--- src/rtl/desc_cmpl_pkg.sv ---
package desc_cmpl_pkg;
    typedef enum logic [2:0] {
        ST_IDLE,
        ST_DECIDE,
        ST_WB_STAT,
        ST_WB_COUNT,
        ST_FINISH,
        ST_STALL
    } cmpl_state_t;

    typedef logic [1:0] mode_t;

    localparam mode_t MODE_NEVER  = 2'b00;
    localparam mode_t MODE_IF_SET = 2'b01;
    localparam mode_t MODE_IF_CLR = 2'b10;
    localparam mode_t MODE_ALWAYS = 2'b11;

    localparam int NUM_DECISIONS = 3;
    localparam int DEC_WAIT   = 0;
    localparam int DEC_BRANCH = 1;
    localparam int DEC_IRQ    = 2;
endpackage

--- src/rtl/desc_mode_eval.sv ---
module desc_mode_eval
    import desc_cmpl_pkg::*;
#(
    parameter int HALF_W = 16
) (
    input  logic [HALF_W-1:0]   stat_lo,
    input  logic [2*HALF_W-1:0] sel,
    input  mode_t               mode,
    output logic                fire
);
    logic [HALF_W-1:0] mask;
    logic              match;

    assign mask  = sel[2*HALF_W-1:HALF_W];
    assign match = (stat_lo & mask) == (sel[HALF_W-1:0] & mask);

    always_comb begin
        unique case (mode)
            MODE_NEVER:  fire = 1'b0;
            MODE_IF_SET: fire = match;
            MODE_IF_CLR: fire = !match;
            MODE_ALWAYS: fire = 1'b1;
            default:     fire = 1'b0;
        endcase
    end
endmodule

--- src/rtl/dma_desc_completer.sv ---
module dma_desc_completer
    import desc_cmpl_pkg::*;
#(
    parameter int PTR_W      = 32,
    parameter int CMD_STOP   = 7,
    parameter int CMD_STORE  = 4,
    parameter int ACTIVE_BIT = 10,
    parameter int DESC_BYTES = 16,
    parameter int OFF_STAT   = 14,
    parameter int OFF_COUNT  = 12
) (
    input  logic             clk,
    input  logic             rst_n,
    input  logic             start,
    input  logic [7:0]       cmd_byte,
    input  logic [7:0]       ctrl_byte,
    input  logic [31:0]      status,
    input  logic [31:0]      wait_sel,
    input  logic [31:0]      branch_sel,
    input  logic [31:0]      irq_sel,
    input  logic             desc_writable,
    input  logic [31:0]      xfer_left,
    input  logic [PTR_W-1:0] cur_ptr,
    input  logic [PTR_W-1:0] branch_addr,
    output logic             wr_en,
    output logic [3:0]       wr_off,
    output logic [15:0]      wr_data,
    output logic             done,
    output logic             stalled,
    output logic             irq,
    output logic [PTR_W-1:0] next_ptr
);
    localparam int HALF_W = 16;
    localparam logic [3:0] STOP_C  = 4'(CMD_STOP);
    localparam logic [3:0] STORE_C = 4'(CMD_STORE);
    localparam logic [HALF_W-1:0] ACTIVE_MASK = HALF_W'(1) << ACTIVE_BIT;
    localparam logic [PTR_W-1:0]  STEP = PTR_W'(DESC_BYTES);

    cmpl_state_t state, state_nx;

    logic [3:0]        code_q;
    logic [5:0]        modes_q;
    logic [HALF_W-1:0] stat_q;
    logic [HALF_W-1:0] len_q;
    logic              wrok_q;
    logic [PTR_W-1:0]  ptr_q;
    logic [PTR_W-1:0]  br_q;
    logic [31:0]       sel_q [NUM_DECISIONS];
    logic [NUM_DECISIONS-1:0] fires;
    logic              live_cmd;

    logic unused_bits;
    assign unused_bits = ^{cmd_byte[3:0], ctrl_byte[7:6], status[31:16], xfer_left[31:16]};

    assign live_cmd = code_q < STOP_C;

    // capture the descriptor context on an accepted start
    always_ff @(posedge clk or negedge rst_n) begin
        if (!rst_n) begin
            code_q  <= '0;
            modes_q <= '0;
            stat_q  <= '0;
            len_q   <= '0;
            wrok_q  <= 1'b0;
            ptr_q   <= '0;
            br_q    <= '0;
            for (int i = 0; i < NUM_DECISIONS; i++) sel_q[i] <= '0;
        end else if (state == ST_IDLE && start) begin
            code_q  <= cmd_byte[7:4];
            modes_q <= ctrl_byte[5:0];
            stat_q  <= status[HALF_W-1:0];
            len_q   <= xfer_left[HALF_W-1:0];
            wrok_q  <= desc_writable;
            ptr_q   <= cur_ptr;
            br_q    <= branch_addr;
            sel_q[DEC_WAIT]   <= wait_sel;
            sel_q[DEC_BRANCH] <= branch_sel;
            sel_q[DEC_IRQ]    <= irq_sel;
        end
    end

    // one evaluator per decision; mode field g sits at control bits 2g+1:2g
    for (genvar g = 0; g < NUM_DECISIONS; g++) begin : g_eval
        desc_mode_eval #(.HALF_W(HALF_W)) u_eval (
            .stat_lo (stat_q),
            .sel     (sel_q[g]),
            .mode    (modes_q[2*g+1:2*g]),
            .fire    (fires[g])
        );
    end

    // state register
    always_ff @(posedge clk or negedge rst_n) begin
        if (!rst_n) state <= ST_IDLE;
        else        state <= state_nx;
    end

    // next-state logic
    always_comb begin
        state_nx = state;
        unique case (state)
            ST_IDLE:     if (start) state_nx = ST_DECIDE;
            ST_DECIDE: begin
                if (!live_cmd)             state_nx = ST_FINISH;
                else if (fires[DEC_WAIT])  state_nx = ST_STALL;
                else                       state_nx = ST_WB_STAT;
            end
            ST_WB_STAT:  state_nx = ST_WB_COUNT;
            ST_WB_COUNT: state_nx = ST_FINISH;
            ST_FINISH:   state_nx = ST_IDLE;
            ST_STALL:    state_nx = ST_IDLE;
            default:     state_nx = ST_IDLE;
        endcase
    end

    // outputs
    always_comb begin
        wr_en    = 1'b0;
        wr_off   = 4'(OFF_STAT);
        wr_data  = '0;
        done     = 1'b0;
        stalled  = 1'b0;
        irq      = 1'b0;
        next_ptr = ptr_q;
        unique case (state)
            ST_IDLE, ST_DECIDE: ;
            ST_WB_STAT: begin
                wr_en   = wrok_q;
                wr_off  = 4'(OFF_STAT);
                wr_data = stat_q | ACTIVE_MASK;
            end
            ST_WB_COUNT: begin
                wr_en   = wrok_q && (code_q < STORE_C);
                wr_off  = 4'(OFF_COUNT);
                wr_data = len_q;
            end
            ST_FINISH: begin
                done = 1'b1;
                irq  = live_cmd && fires[DEC_IRQ];
                if (live_cmd)
                    next_ptr = fires[DEC_BRANCH] ? br_q : ptr_q + STEP;
            end
            ST_STALL: begin
                done    = 1'b1;
                stalled = 1'b1;
            end
            default: ;
        endcase
    end
endmodule

--- config.mk ---
export PLATFORM = sky130hd
export DESIGN_NAME = dma_desc_completer
export DESIGN_NICKNAME = d
export VERILOG_FILES = /design/src/rtl/desc_cmpl_pkg.sv /design/src/rtl/desc_mode_eval.sv /design/src/rtl/dma_desc_completer.sv
export SDC_FILE = /design/constraint.sdc
export NUM_CORES = 1
export LEC_CHECK = 0
export ABC_CLOCK_PERIOD_IN_PS = 2400
export BUFFER_PORTS_ARGS = -buffer_cell sky130_fd_sc_hd__buf_2
export CAP_MARGIN = 5
export CORE_MARGIN = 4
export CORE_UTILIZATION = 47
export DETAILED_ROUTE_END_ITERATION = 10
export GPL_TIMING_DRIVEN = 0
export PLACE_DENSITY = 0.77
export SYNTH_ARGS = -nofsm -noshare
export SYNTH_HDL_FRONTEND = slang
export SYNTH_SLANG_ARGS = --single-unit
--- constraint.sdc ---
create_clock -name clk -period 2.4 [get_ports clk]
set_input_delay 0.36 -clock clk [delete_from_list [all_inputs] [get_ports clk]]
set_output_delay 0.36 -clock clk [all_outputs]
set_load 0.005 [all_outputs]
==> run summary, run 1 <==
The biggest area contributor in the post-synthesis netlist is sky130_fd_sc_hd__dfrtp_1. In the routed design, unresolved DRC markers number 0. The count of final max-slew check failures is 0. The core region is 20170 µm². Of the cells placed in the final design, the portion with a size suffix greater than 1 is 59.35%. The count of routing violations after the opening detailed-route iteration came out at 294. The clock slew at the register clock pins of the worst setup and hold paths is 0.06 ns. By startpoint and endpoint, the worst setup path is classified as register to primary output. The final clock period utilization by the worst path came out at 134.5%. Setup slack on the worst reg-to-reg path comes out at 0.04 ns. The slew at the pin with the worst max-slew slack came out at 0.6979 ns. The leftover overflow at the end of global routing is 0. Data on the critical path arrives at its endpoint at 2.87 ns.

The leakage power of the design came out at 5.933 nW. Final hold analysis gives a worst-case slack of 0.07393 ns. The effective utilization at floorplan came out at 47.73%. Dividing total power by cell area gives a power density of 1376 nW/µm².

The final number of hold-violating endpoints came out at 0. Setup repair after global routing could not meet its margin everywhere. The synthesis-stage register bit count is 206.

Counting flops with a built-in enable in the synthesized netlist gives 0. The clock period minus final worst setup slack came out at 3.228 ns. The total CTS buffers is 23. The post-layout utilization of the core is 63.37%. The leading cell type in the layout, fill and taps excluded is sky130_fd_sc_hd__buf_2. The share of flip-flops with an asynchronous set or reset is 100.0%. The count of unique library cells instantiated by Yosys is 43. In this run the worst hold path is classified as primary input to register. The final non-filler cell area came out at 12780 µm². The number of detailed-routing iterations run before antenna repair is 4. The first-pass GRT wire length is 40270 µm. By area the synthesized netlist is led by sky130_fd_sc_hd__dfrtp_1 54%, sky130_fd_sc_hd__mux2_2 25%, sky130_fd_sc_hd__xor2_1 5.5%. The cell count after synthesis is 732.

In the post-route analysis, the smallest setup slack over all paths is -0.8275 ns. Across the VDD grid, the largest voltage drop is 0.0008656 V. The maximum buffer depth of the clock tree is 3. The total of max-cap violations came out at 0.

The hold path depth is 3. The number of antenna violations at the first check in global routing is 9. The area of the mapped netlist came out at 9627 µm². The maximum clock skew at final layout is 0.01959 ns. The total number of nets in the final design is 1299. The highest achievable clock rate came out at 309.8 MHz. The setup total negative slack came out at -23.74 ns. The average routed wire per standard cell is 20.57 µm. The clock root buffer is sky130_fd_sc_hd__clkbuf_16.

The count of port buffers added during placement came out at 258. STA classifies the critical path endpoint as a primary output. The flow ran to the end, but the final reports show violations. The global routing usage summed across all routing layers came out at 23.10%. The post-place instance area is 11330 µm². The area growth from synthesis to layout is 32.78%. Summing internal, switching and leakage power gives 0.01759 W. Among all flip-flop cells after synthesis, the most frequent one is sky130_fd_sc_hd__dfrtp_1.

The HPWL after detailed placement is 19500 µm. The depth of the CTS H-tree is 1. The post-detailed-routing wire length came out at 27640 µm. The die span in x came out at 151.1 µm.

Entering global routing, the biggest net connects 122 pins. The checks that failed: setup timing. In this run the remaining antenna-violating nets after routing total 0. Measured in cells, the most critical reg-to-reg path has a length of 9. The synthesized area divided by synthesized cell count is 13.15 µm². The number of global-route vias before repair came out at 7389. The tree built by TritonCTS fans out to 206 sinks.

The share of synthesized area occupied by flip-flops and latches came out at 53.55%. The number of synthesis warnings is 0. The number of filler instances in the final layout came out at 1568. The die area came out at 22840 µm². The number of rows in the core area came out at 52. The detailed router placed 7123 vias in this run.

The top-area cell type share of the netlist area came out at 53.55%. The height of the chip came out at 151.1 µm. At the end of routability-driven placement, the weighted congestion stood at 0.8237.

In the layout the commonest cells are 245 x sky130_fd_sc_hd__buf_2, 207 x sky130_fd_sc_hd__mux2_2, 190 x sky130_fd_sc_hd__dfrtp_1. For the worst setup path, the data required time is 2.04 ns. The post-detailed-route via-to-cell ratio came out at 5.300.

In this run the count of I/O pins placed on the die edge is 300. TritonCTS built the clock tree. Clock latency on the worst-skew pair, taken at its later pin, is 0.51 ns. The final count of negative-setup-slack endpoints is 33. The worst-case headroom to the max-slew limit came out at 53.47%.

The type of element launching the critical path is a register. The largest driver fanout on the critical path came out at 5.
where the power goes:
part | switching [W] | leakage [nW] | total, W | internal, W
Clock | 0.00144 | 0.380 | 0.00357 | 0.00212
Combinational | 0.00310 | 3.15 | 0.00732 | 0.00422
Sequential | 0.00141 | 2.41 | 0.00671 | 0.00529
Total | 0.00595 | 5.93 | 0.0176 | 0.0116
final cells by class:
class | count | area, µm² | share of cell area [%]
Tap cell | 270 | 337.8 | 2.643
Inverter | 8 | 30.03 | 0.2349
Sequential cell | 206 | 5175 | 40.49
Clock inverter | 13 | 126.4 | 0.9886
Multi-Input combinational cell | 481 | 4454 | 34.85
Buffer | 35 | 235.2 | 1.840
Timing Repair Buffer | 299 | 1769 | 13.84
Antenna cell | 4 | 10.01 | 0.07831
Clock buffer | 28 | 644.4 | 5.041
layer usage:
layer	part of all wire (%)	vias to the layer above	routed length [µm]	track usage, %
li1	-	3267	-	-
met2	50	264	13950	40.86
met4	2.8	8	772	6.301
met5	0.20	-	56	0
met1	38	3529	10550	27.03
met3	8.4	55	2313	7.451
synthesized netlist by cell type, types with 8 or more instances:
cell                         n
sky130_fd_sc_hd__nand4_1     9
sky130_fd_sc_hd__o21ai_0    10
sky130_fd_sc_hd__mux2i_1    19
sky130_fd_sc_hd__and3_1      9
sky130_fd_sc_hd__a22o_1      8
sky130_fd_sc_hd__clkbuf_1   30
sky130_fd_sc_hd__xor2_1     60
sky130_fd_sc_hd__a221oi_1   10
sky130_fd_sc_hd__nor2_1     42
sky130_fd_sc_hd__xnor2_1     8
sky130_fd_sc_hd__nand3_1     8
sky130_fd_sc_hd__nand2_1    23
sky130_fd_sc_hd__dfrtp_1   206
sky130_fd_sc_hd__mux2_2    214
sky130_fd_sc_hd__a21oi_1     8
sky130_fd_sc_hd__a22oi_1     8
final timing paths:
| path | to | startpoint |
|---|---|---|
| max in group asynchronous | stat_q[8] | rst_n |
| worst max register to register | state[0] | stat_q[14] |
| worst min register to register | br_q[3] | br_q[3] |
| worst max-delay path | next_ptr[31] | code_q[2] |
| min in group asynchronous | br_q[12] | rst_n |
| worst min-delay path | len_q[10] | xfer_left[10] |
critical path, cell delays in order, from the launching register on:
cell and delay, ns:
sky130_fd_sc_hd__dfrtp_1 0.39, sky130_fd_sc_hd__a31o_1 0.24, sky130_fd_sc_hd__or4_4 0.47, sky130_fd_sc_hd__or4_4 0.58
sky130_fd_sc_hd__nor3_4 0.22, sky130_fd_sc_hd__xor2_1 0.08, sky130_fd_sc_hd__mux2_4 0.28, sky130_fd_sc_hd__buf_6 0.11
timing repair:
action | CTS | global route
hold buffers | 1 | 0
buffers inserted | 20 | 17
resized for setup | 74 | 41
setup endpoints to repair | 246 | 96
pin swaps | 11 | 16
gates cloned | 1 | 1
endpoints found under the hold margin | 85 | 0
sequential cells by signal, summed over array words and instances (netlist names):
register  flops
br_q         32
code_q        4
len_q        16
modes_q       6
ptr_q        32
sel_q        96
stat_q       16
state         3
wrok_q        1
cells by family (layout without fill, tap and decap cells):
kind of cell | count (synthesis) | in the layout | share of synthesized area (%)
AND/OR/NAND/NOR | 112 | 112 | 5.758
AO/OA/AOI/OAI | 57 | 57 | 4.432
XOR/XNOR | 68 | 68 | 6.187
multiplexers | 240 | 240 | 27.83
adder cells (fa/ha/maj) | 1 | 1 | 0.1300
flip-flops | 206 | 206 | 53.55
buffers and inverters | 46 | 383 | 2.041
other | 2 | 7 | 0.07801
per-stage QoR:
stage                     setup WS, ns  std cells
after global routing           -0.9232       1341
after global placement          -2.552       1261
after CTS                      -0.8500       1322
after detailed placement       -0.6664       1262
final                          -0.8275       1344
after floorplan                -0.2201        733
Power figures use the tool's default switching activity.
==> inputs of run 2 (changes only) <==
--- a/config.mk
+++ b/config.mk
@@ -8,11 +8,10 @@
 export ABC_CLOCK_PERIOD_IN_PS = 2400
 export BUFFER_PORTS_ARGS = -buffer_cell sky130_fd_sc_hd__buf_2
 export CAP_MARGIN = 5
-export CORE_MARGIN = 4
-export CORE_UTILIZATION = 47
+export CORE_UTILIZATION = 30
+export CTS_BUF_LIST = sky130_fd_sc_hd__clkbuf_16
 export DETAILED_ROUTE_END_ITERATION = 10
 export GPL_TIMING_DRIVEN = 0
-export PLACE_DENSITY = 0.77
 export SYNTH_ARGS = -nofsm -noshare
 export SYNTH_HDL_FRONTEND = slang
 export SYNTH_SLANG_ARGS = --single-unit
==> run summary, run 2 (synthesis results as in run 1) <==
The worst path buffer plus inverter count came out at 3 (+2). In this run the critical register-to-register path is launched from stat_q[9]. The die area is 32810 µm² (+44%). The sequential cell area in the final layout is 5176 µm² (about the same). The remaining number of nets flagged by the antenna check after routing was 0 (unchanged). The CTS tree is yes.

In the layout the commonest cells are 251 x sky130_fd_sc_hd__buf_2, 214 x sky130_fd_sc_hd__mux2_2, 189 x sky130_fd_sc_hd__dfrtp_1. The leftover overflow at the end of global routing came out at 0 (unchanged). The HPWL after detailed placement came out at 21150 µm (+8.5%).

The count of routing violations after the opening detailed-route iteration came out at 236 (-20%). The worst-case headroom to the max-slew limit came to 43.94% (-9.5 points). On the critical path the largest part of the delay comes from simple AND/OR/NAND/NOR gates. The area used by multi-input combinational logic was 4461 µm² (+0.14%). The total number of nets in the final design came to 1293 (-0.46%). The total CTS buffers was 25 (+8.7%).

The slowest stage cell on the critical path is sky130_fd_sc_hd__dfrtp_2. The total of max-cap violations is 0 (unchanged). The reg-to-reg critical path endpoint is state[1]. The pre-CTS setup slack was -0.9775 ns (-0.3111 ns). The kind of path behind the tightest hold check is primary input to register. The die span in x was 181.1 µm (+20%). The first-pass GRT wire length came out at 44770 µm (+11%). The worst hold path terminates at len_q[10]. The stage delay of the slowest cell on the critical path came to 0.47 ns (-0.11 ns). The share of post-route cells with drive strength above 1 came out at 58.31% (-1.0 points).

The post-detailed-route via-to-cell ratio is 4.747 (-10%). The height of the chip came out at 181.1 µm (+20%). The area added between synthesis and finish is 34.05%.

The count of port buffers added during placement came out at 258 (unchanged). STA classifies the critical path startpoint as a register. The ratio of total power to cell area was 1367 nW/µm² (-0.70%).

The number of global-route vias before repair came out at 7421 (+0.43%). The flop-to-flop setup slack is 0.18 ns (+0.14 ns). The final non-filler cell area is 12900 µm² (+0.96%). The clock period minus final worst setup slack came to 3.273 ns (+0.04533 ns). The final number of hold-violating endpoints came out at 0 (unchanged). The post-route worst setup slack came out at -0.8729 ns (-0.04533 ns).

The global routing usage summed across all routing layers is 18.06% (-5.0 points). The endpoint class of the critical path is a primary output. The worst hold path begins at xfer_left[10]. The leakage power of the design is 5.879 nW (-0.92%). Walking the worst path, the cells encountered are xor2_1 > a22oi_1 > nand4_1 > buf_6 > or3_4 > and3_4 > clkbuf_16 > a221o_1 > buf_2.

The checks that failed: setup timing. The effective utilization at floorplan came to 30.51% (-17 points). The number of cells on the worst reg-to-reg path came out at 7 (-2). The number of detailed-routing iterations run before antenna repair is 6 (+2). The maximum clock skew at final layout came out at 0.01330 ns (-0.006294 ns). The flow ran to the end, but the final reports show violations. The largest driver fanout on the critical path came out at 10 (+5). The largest vdd supply drop is 0.0007025 V (-19%).

The final weighted congestion in routability-driven placement came to 0.7905 (-4.0%). The post-route DRC violation count came to 0 (unchanged). The number of filler instances in the final layout was 3062 (+95%). The depth of the CTS H-tree came out at 1 (unchanged). The pin count of the biggest net entering global routing is 106 (-13%). The number of rows in the core area came out at 65 (+25%). Setup repair after global routing could not meet its margin everywhere. Counting flops per register, the top entry is sel_q. The count of final max-slew check failures is 0 (unchanged).

The number of antenna violations at the first check in global routing is 10 (+1). The setup total negative slack came out at -26.37 ns (-2.629 ns). The clock latency at the later pin of the worst-skew pair is 0.54 ns (+0.03 ns). The top-level port count is 300 (unchanged). The required time of the critical path is 2.04 ns (about the same). The floorplan core area came out at 31560 µm² (+56%).

The overall via count from detail_route came to 6993 (-1.8%). The hold path depth came to 3 (unchanged). The sink count of the clock tree is 206 (unchanged). The highest achievable clock rate is 305.5 MHz (-1.4%). The final clock period utilization by the worst path was 136.4% (+1.9 points). The post-layout utilization of the core is 40.90% (-22 points). In the final layout, the registers with the most flip-flops are sel_q (96), br_q (32), ptr_q (32). The clock slew at the register clock pins of the worst setup and hold paths is 0.06 ns (about the same). The post-place instance area was 11500 µm² (+1.5%). The final count of negative-setup-slack endpoints was 33 (unchanged). The post-detailed-routing wire length is 29390 µm (+6.3%).

The critical path data arrival time is 2.91 ns (+0.04 ns). The type of the worst setup path is register to primary output. The number of flip-flops under the largest register name is 96 (unchanged).

The maximum buffer depth of the clock tree is 3 (unchanged). The slew at the pin with the worst max-slew slack came out at 0.8408 ns (+0.1429 ns). The leading cell type in the layout, fill and taps excluded is sky130_fd_sc_hd__buf_2. In this run the clock root is driven by a sky130_fd_sc_hd__clkbuf_16. The average routed wire per standard cell came to 19.95 µm (-3.0%).
run 2: cell count changes in the layout (fill, tap and decap cells not counted), sizes merged:
| cell | delta |
|---|---|
| diode | +2 |
| clkinvlp | -1 |
| buf | -10 |
| clkinv | +2 |
| inv | +3 |
| bufinv | +2 |
| clkbuf | -1 |
run 2: final cells by class:
class,count,share of cell area (%)
Sequential cell,206,40.11
Inverter,8,0.2327
Multi-Input combinational cell,481,34.56
Clock buffer,25,4.848
Antenna cell,6,0.1163
Clock inverter,19,1.571
Tap cell,402,3.898
Timing Repair Buffer,291,12.81
Buffer,35,1.852
run 2: worst max-delay path by stage:
stage,from,endpoint,slack [ns],depth (start not counted)
finish,stat_q[5],next_ptr[8],-0.87,9
CTS,code_q[2],next_ptr[31],-0.93,7
global route,stat_q[2],next_ptr[15],-1.01,10
global placement,rst_n,sel_q[4],-2.82,1
floorplan,code_q[1],next_ptr[31],-0.22,8
detailed placement,stat_q[14],next_ptr[0],-0.98,8
run 2: repair_timing:
action / in CTS / in global routing
endpoints found under the hold margin: 104 / 0
gates cloned: 1 / 0
setup buffers: 22 / 8
setup endpoints to repair: 254 / 196
resized for setup: 75 / 26
pin swaps: 9 / 9
hold buffers: 1 / 0
run 2: metrics by stage:
stage / hold WS [ns] / cells / power, W
6_report: 0.03314 / 1473 / 0.01763
5_1_grt: 0.03467 / 1468 / 0.01882
4_1_cts: 0.01289 / 1459 / 0.01764
3_5_place_dp: 0.4466 / 1394 / 0.01306
3_3_place_gp: 0.4825 / 1393 / 0.01285
2_1_floorplan: 0.06441 / 733 / 0.01073
run 2: metal layers:
layer	routed length, µm	share of wire, %	GRT usage [%]	vias to the layer above
met5	68	0.23	0	-
met4	846	2.9	5.254	10
met3	2186	7.4	5.322	55
met2	13940	47	30.31	244
met1	12350	42	22.39	3423
li1	-	-	-	3261
run 2: worst reg2reg max path, delay by kind of cell (launching register included):
kind,cells,cell delay [ns]
AO/OA/AOI/OAI,3,0.72
flip-flops,1,0.44
multiplexers,1,0.42
AND/OR/NAND/NOR,1,0.21
buffers and inverters,1,0.19
XOR/XNOR,1,0.17
run 2: where the power goes:
| group | leakage (nW) | switching [W] | internal, W |
|---|---|---|---|
| clock network | 0.410 | 0.00151 | 0.00232 |
| registers | 2.41 | 0.00144 | 0.00530 |
| logic | 3.06 | 0.00308 | 0.00399 |
==> inputs of run 3 (changes only) <==
--- a/config.mk
+++ b/config.mk
@@ -8,10 +8,11 @@
 export ABC_CLOCK_PERIOD_IN_PS = 2400
 export BUFFER_PORTS_ARGS = -buffer_cell sky130_fd_sc_hd__buf_2
 export CAP_MARGIN = 5
-export CORE_UTILIZATION = 30
+export CORE_UTILIZATION = 47
 export CTS_BUF_LIST = sky130_fd_sc_hd__clkbuf_16
 export DETAILED_ROUTE_END_ITERATION = 10
 export GPL_TIMING_DRIVEN = 0
+export PLACE_DENSITY = 0.77
 export SYNTH_ARGS = -nofsm -noshare
 export SYNTH_HDL_FRONTEND = slang
 export SYNTH_SLANG_ARGS = --single-unit
==> run summary, run 3 (synthesis results as in run 1) <==
The run finished, with violations left. The final reports fail on setup timing. The remaining number of nets flagged by the antenna check after routing came out at 0 (unchanged).

The depth of the CTS H-tree came out at 1 (unchanged). The number of antenna violations at the first check in global routing is 7 (-3). The highest achievable clock rate is 310.1 MHz (+1.5%). The pin count of the biggest net entering global routing is 111 (+4.7%). The CTS tree is yes. The final number of hold-violating endpoints is 0 (unchanged). The post-route DRC violation count came to 0 (unchanged). The slew at the pin with the worst max-slew slack was 0.7709 ns (-0.06998 ns). The clock latency at the later pin of the worst-skew pair came out at 0.50 ns (-0.04 ns). The required time of the critical path is 2.04 ns (about the same).

The die area was 21060 µm² (-36%). The post-detailed-route via-to-cell ratio is 5.323 (+12%). The pre-CTS setup slack came out at -0.7421 ns (+0.2354 ns). The count of routing violations after the opening detailed-route iteration is 255 (+8.1%). The source of the critical timing path is code_q[2]. The worst path buffer plus inverter count is 1 (-2). The stage delay of the slowest cell on the critical path came out at 0.57 ns (+0.10 ns). The signal on the critical path passes through a31o_4 > or4_4 > or4_4 > nor3_4 > xor2_1 > mux2_4 > buf_6.

The global routing usage summed across all routing layers came out at 25.91% (+7.8 points). The final instance count without filler cells came out at 1333 (-9.5%). The critical path in this run is classified as register to primary output.

The final clock period utilization by the worst path is 134.4% (-2.0 points). The worst-case headroom to the max-slew limit is 48.61% (+4.7 points). The maximum buffer depth of the clock tree is 3 (unchanged). The share of post-route cells with drive strength above 1 is 57.91% (-0.40 points). The worst setup path is launched from a register. The clock period minus final worst setup slack came out at 3.225 ns (-0.04779 ns). The post-route worst setup slack is -0.8251 ns (+0.04779 ns). In this run the worst setup path terminates at next_ptr[31]. In this run the clock root is driven by a sky130_fd_sc_hd__clkbuf_16. In the final layout, the registers with the most flip-flops are sel_q (96), br_q (32), ptr_q (32). In the layout the commonest cells are 245 x sky130_fd_sc_hd__buf_2, 202 x sky130_fd_sc_hd__mux2_2, 189 x sky130_fd_sc_hd__dfrtp_1. Setup repair after global routing could not meet its margin everywhere. The count of final max-slew check failures is 0 (unchanged). The number of flip-flops under the largest register name came to 96 (unchanged). The number of rows in the core area is 51 (-22%).

The slowest stage of the critical path is the sky130_fd_sc_hd__or4_4 cell. The number of global-route vias before repair is 7574 (+2.1%). The height of the chip is 145.1 µm (-20%). The cell total after placement came out at 1257 (-9.8%). The critical path data arrival time came out at 2.87 ns (-0.04 ns). The overall via count from detail_route came out at 7095 (+1.5%).

The leftover overflow at the end of global routing is 0 (unchanged). The die span in x came out at 145.1 µm (-20%). The number of detailed-routing iterations run before antenna repair is 4 (-2).

The final weighted congestion in routability-driven placement is 0.8213 (+3.9%). The post-detailed-routing wire length came out at 27020 µm (-8.1%). The clock slew at the register clock pins of the worst setup and hold paths came to 0.06 ns (about the same). The ratio of total power to cell area is 1378 nW/µm² (+0.83%). The flop-to-flop setup slack is 0.19 ns (about the same). The final count of negative-setup-slack endpoints is 33 (unchanged). The average routed wire per standard cell came to 20.27 µm (+1.6%).

The largest vdd supply drop is 0.0007214 V (+2.7%). The area added between synthesis and finish is 32.44%. The endpoint class of the critical path is a primary output.

The library cell used most frequently in the layout, excluding fill and tap cells, is sky130_fd_sc_hd__buf_2. The top-level port count is 300 (unchanged). The count of port buffers added during placement is 258 (unchanged). The worst register-to-register path begins at state[1]. The leakage power of the design was 5.932 nW (+0.90%). The register with the most flip-flops is sel_q. The total CTS buffers is 22 (-12%). The effective utilization at floorplan was 48.67% (+18 points). The largest driver fanout on the critical path is 5 (-5).

The floorplan core area came out at 19780 µm² (-37%). The kind of path behind the tightest hold check is primary input to register. The total number of nets in the final design is 1291 (-0.15%). The total of max-cap violations is 0 (unchanged). Among cell families on the critical path, the largest total delay comes from simple AND/OR/NAND/NOR gates. The number of cells on the worst reg-to-reg path came out at 5 (-2). The critical path depth in cells came out at 7 (-2). The sink count of the clock tree came to 206 (unchanged).

The most numerous cell type found on the critical path is sky130_fd_sc_hd__or4_4. The HPWL after detailed placement is 18600 µm (-12%). The maximum clock skew at final layout came to 0.004994 ns (-0.008306 ns). The first-pass GRT wire length is 42140 µm (-5.9%). The worst register-to-register path ends at sel_q[31]. The total design power is 0.01757 W (-0.39%).
==> run 3: per-stage QoR <==
stage,TNS [ns],area (µm²),util (%),hold WS (ns)
floorplan,-1.037,9664,-,0.06441
global placement,-594.09,11290,57.06,0.4826
detailed placement,-55.32,11320,57.25,0.4569
CTS,-25.26,12600,63.68,0.05143
global route,-27.50,12740,64.40,0.06854
finish,-24.26,12750,64.45,0.06970
==> run 3: layer usage <==
| metal | routed length (µm) | global-route usage (%) |
|---|---|---|
| met1 | 10790 | 31.32 |
| met2 | 13670 | 45.96 |
| met3 | 1989 | 6.667 |
| met4 | 536 | 6.211 |
| met5 | 23 | 0 |
==> run 3: worst min-delay path, stage by stage <==
cell                      delay (ns)
sky130_fd_sc_hd__buf_2          0.07
sky130_fd_sc_hd__nand2_1        0.04
sky130_fd_sc_hd__o21ai_0        0.06
==> run 3: worst min path at each step <==
| stage | start | end | slack [ns] | cells after the start |
|---|---|---|---|---|
| floorplan | rst_n | br_q[0] | 0.06 | 0 |
| global placement | wrok_q | wrok_q | 0.48 | 1 |
| detailed placement | rst_n | br_q[12] | 0.46 | 1 |
| CTS | xfer_left[10] | len_q[10] | 0.05 | 3 |
| global route | xfer_left[10] | len_q[10] | 0.07 | 3 |
| finish | branch_addr[7] | br_q[7] | 0.07 | 3 |
==> run 3: area by class of cell <==
type	count	area, µm²
Sequential cell	206	5176
Clock buffer	23	575.6
Buffer	35	235.2
Tap cell	265	331.6
Multi-Input combinational cell	481	4486
Fill cell	1537	7032
Inverter	8	30.03
Clock inverter	17	197.7
Timing Repair Buffer	292	1703
Antenna cell	6	15.01
==> run 3: where the power goes <==
part / leakage (nW) / internal (W) / switching [W]
clock network: 0.396 / 0.00226 / 0.00139
registers: 2.41 / 0.00530 / 0.00135
logic: 3.13 / 0.00415 / 0.00313
total: 5.93 / 0.0117 / 0.00587
==> run 3: repair_timing <==
item / CTS / global route
endpoints found under the setup margin: 246 / 147
pin swaps: 20 / 9
hold buffers: 1 / 0
resized for setup: 76 / 52
buffers inserted: 28 / 4
cloned: 2 / 0
hold endpoints to repair: 96 / 0
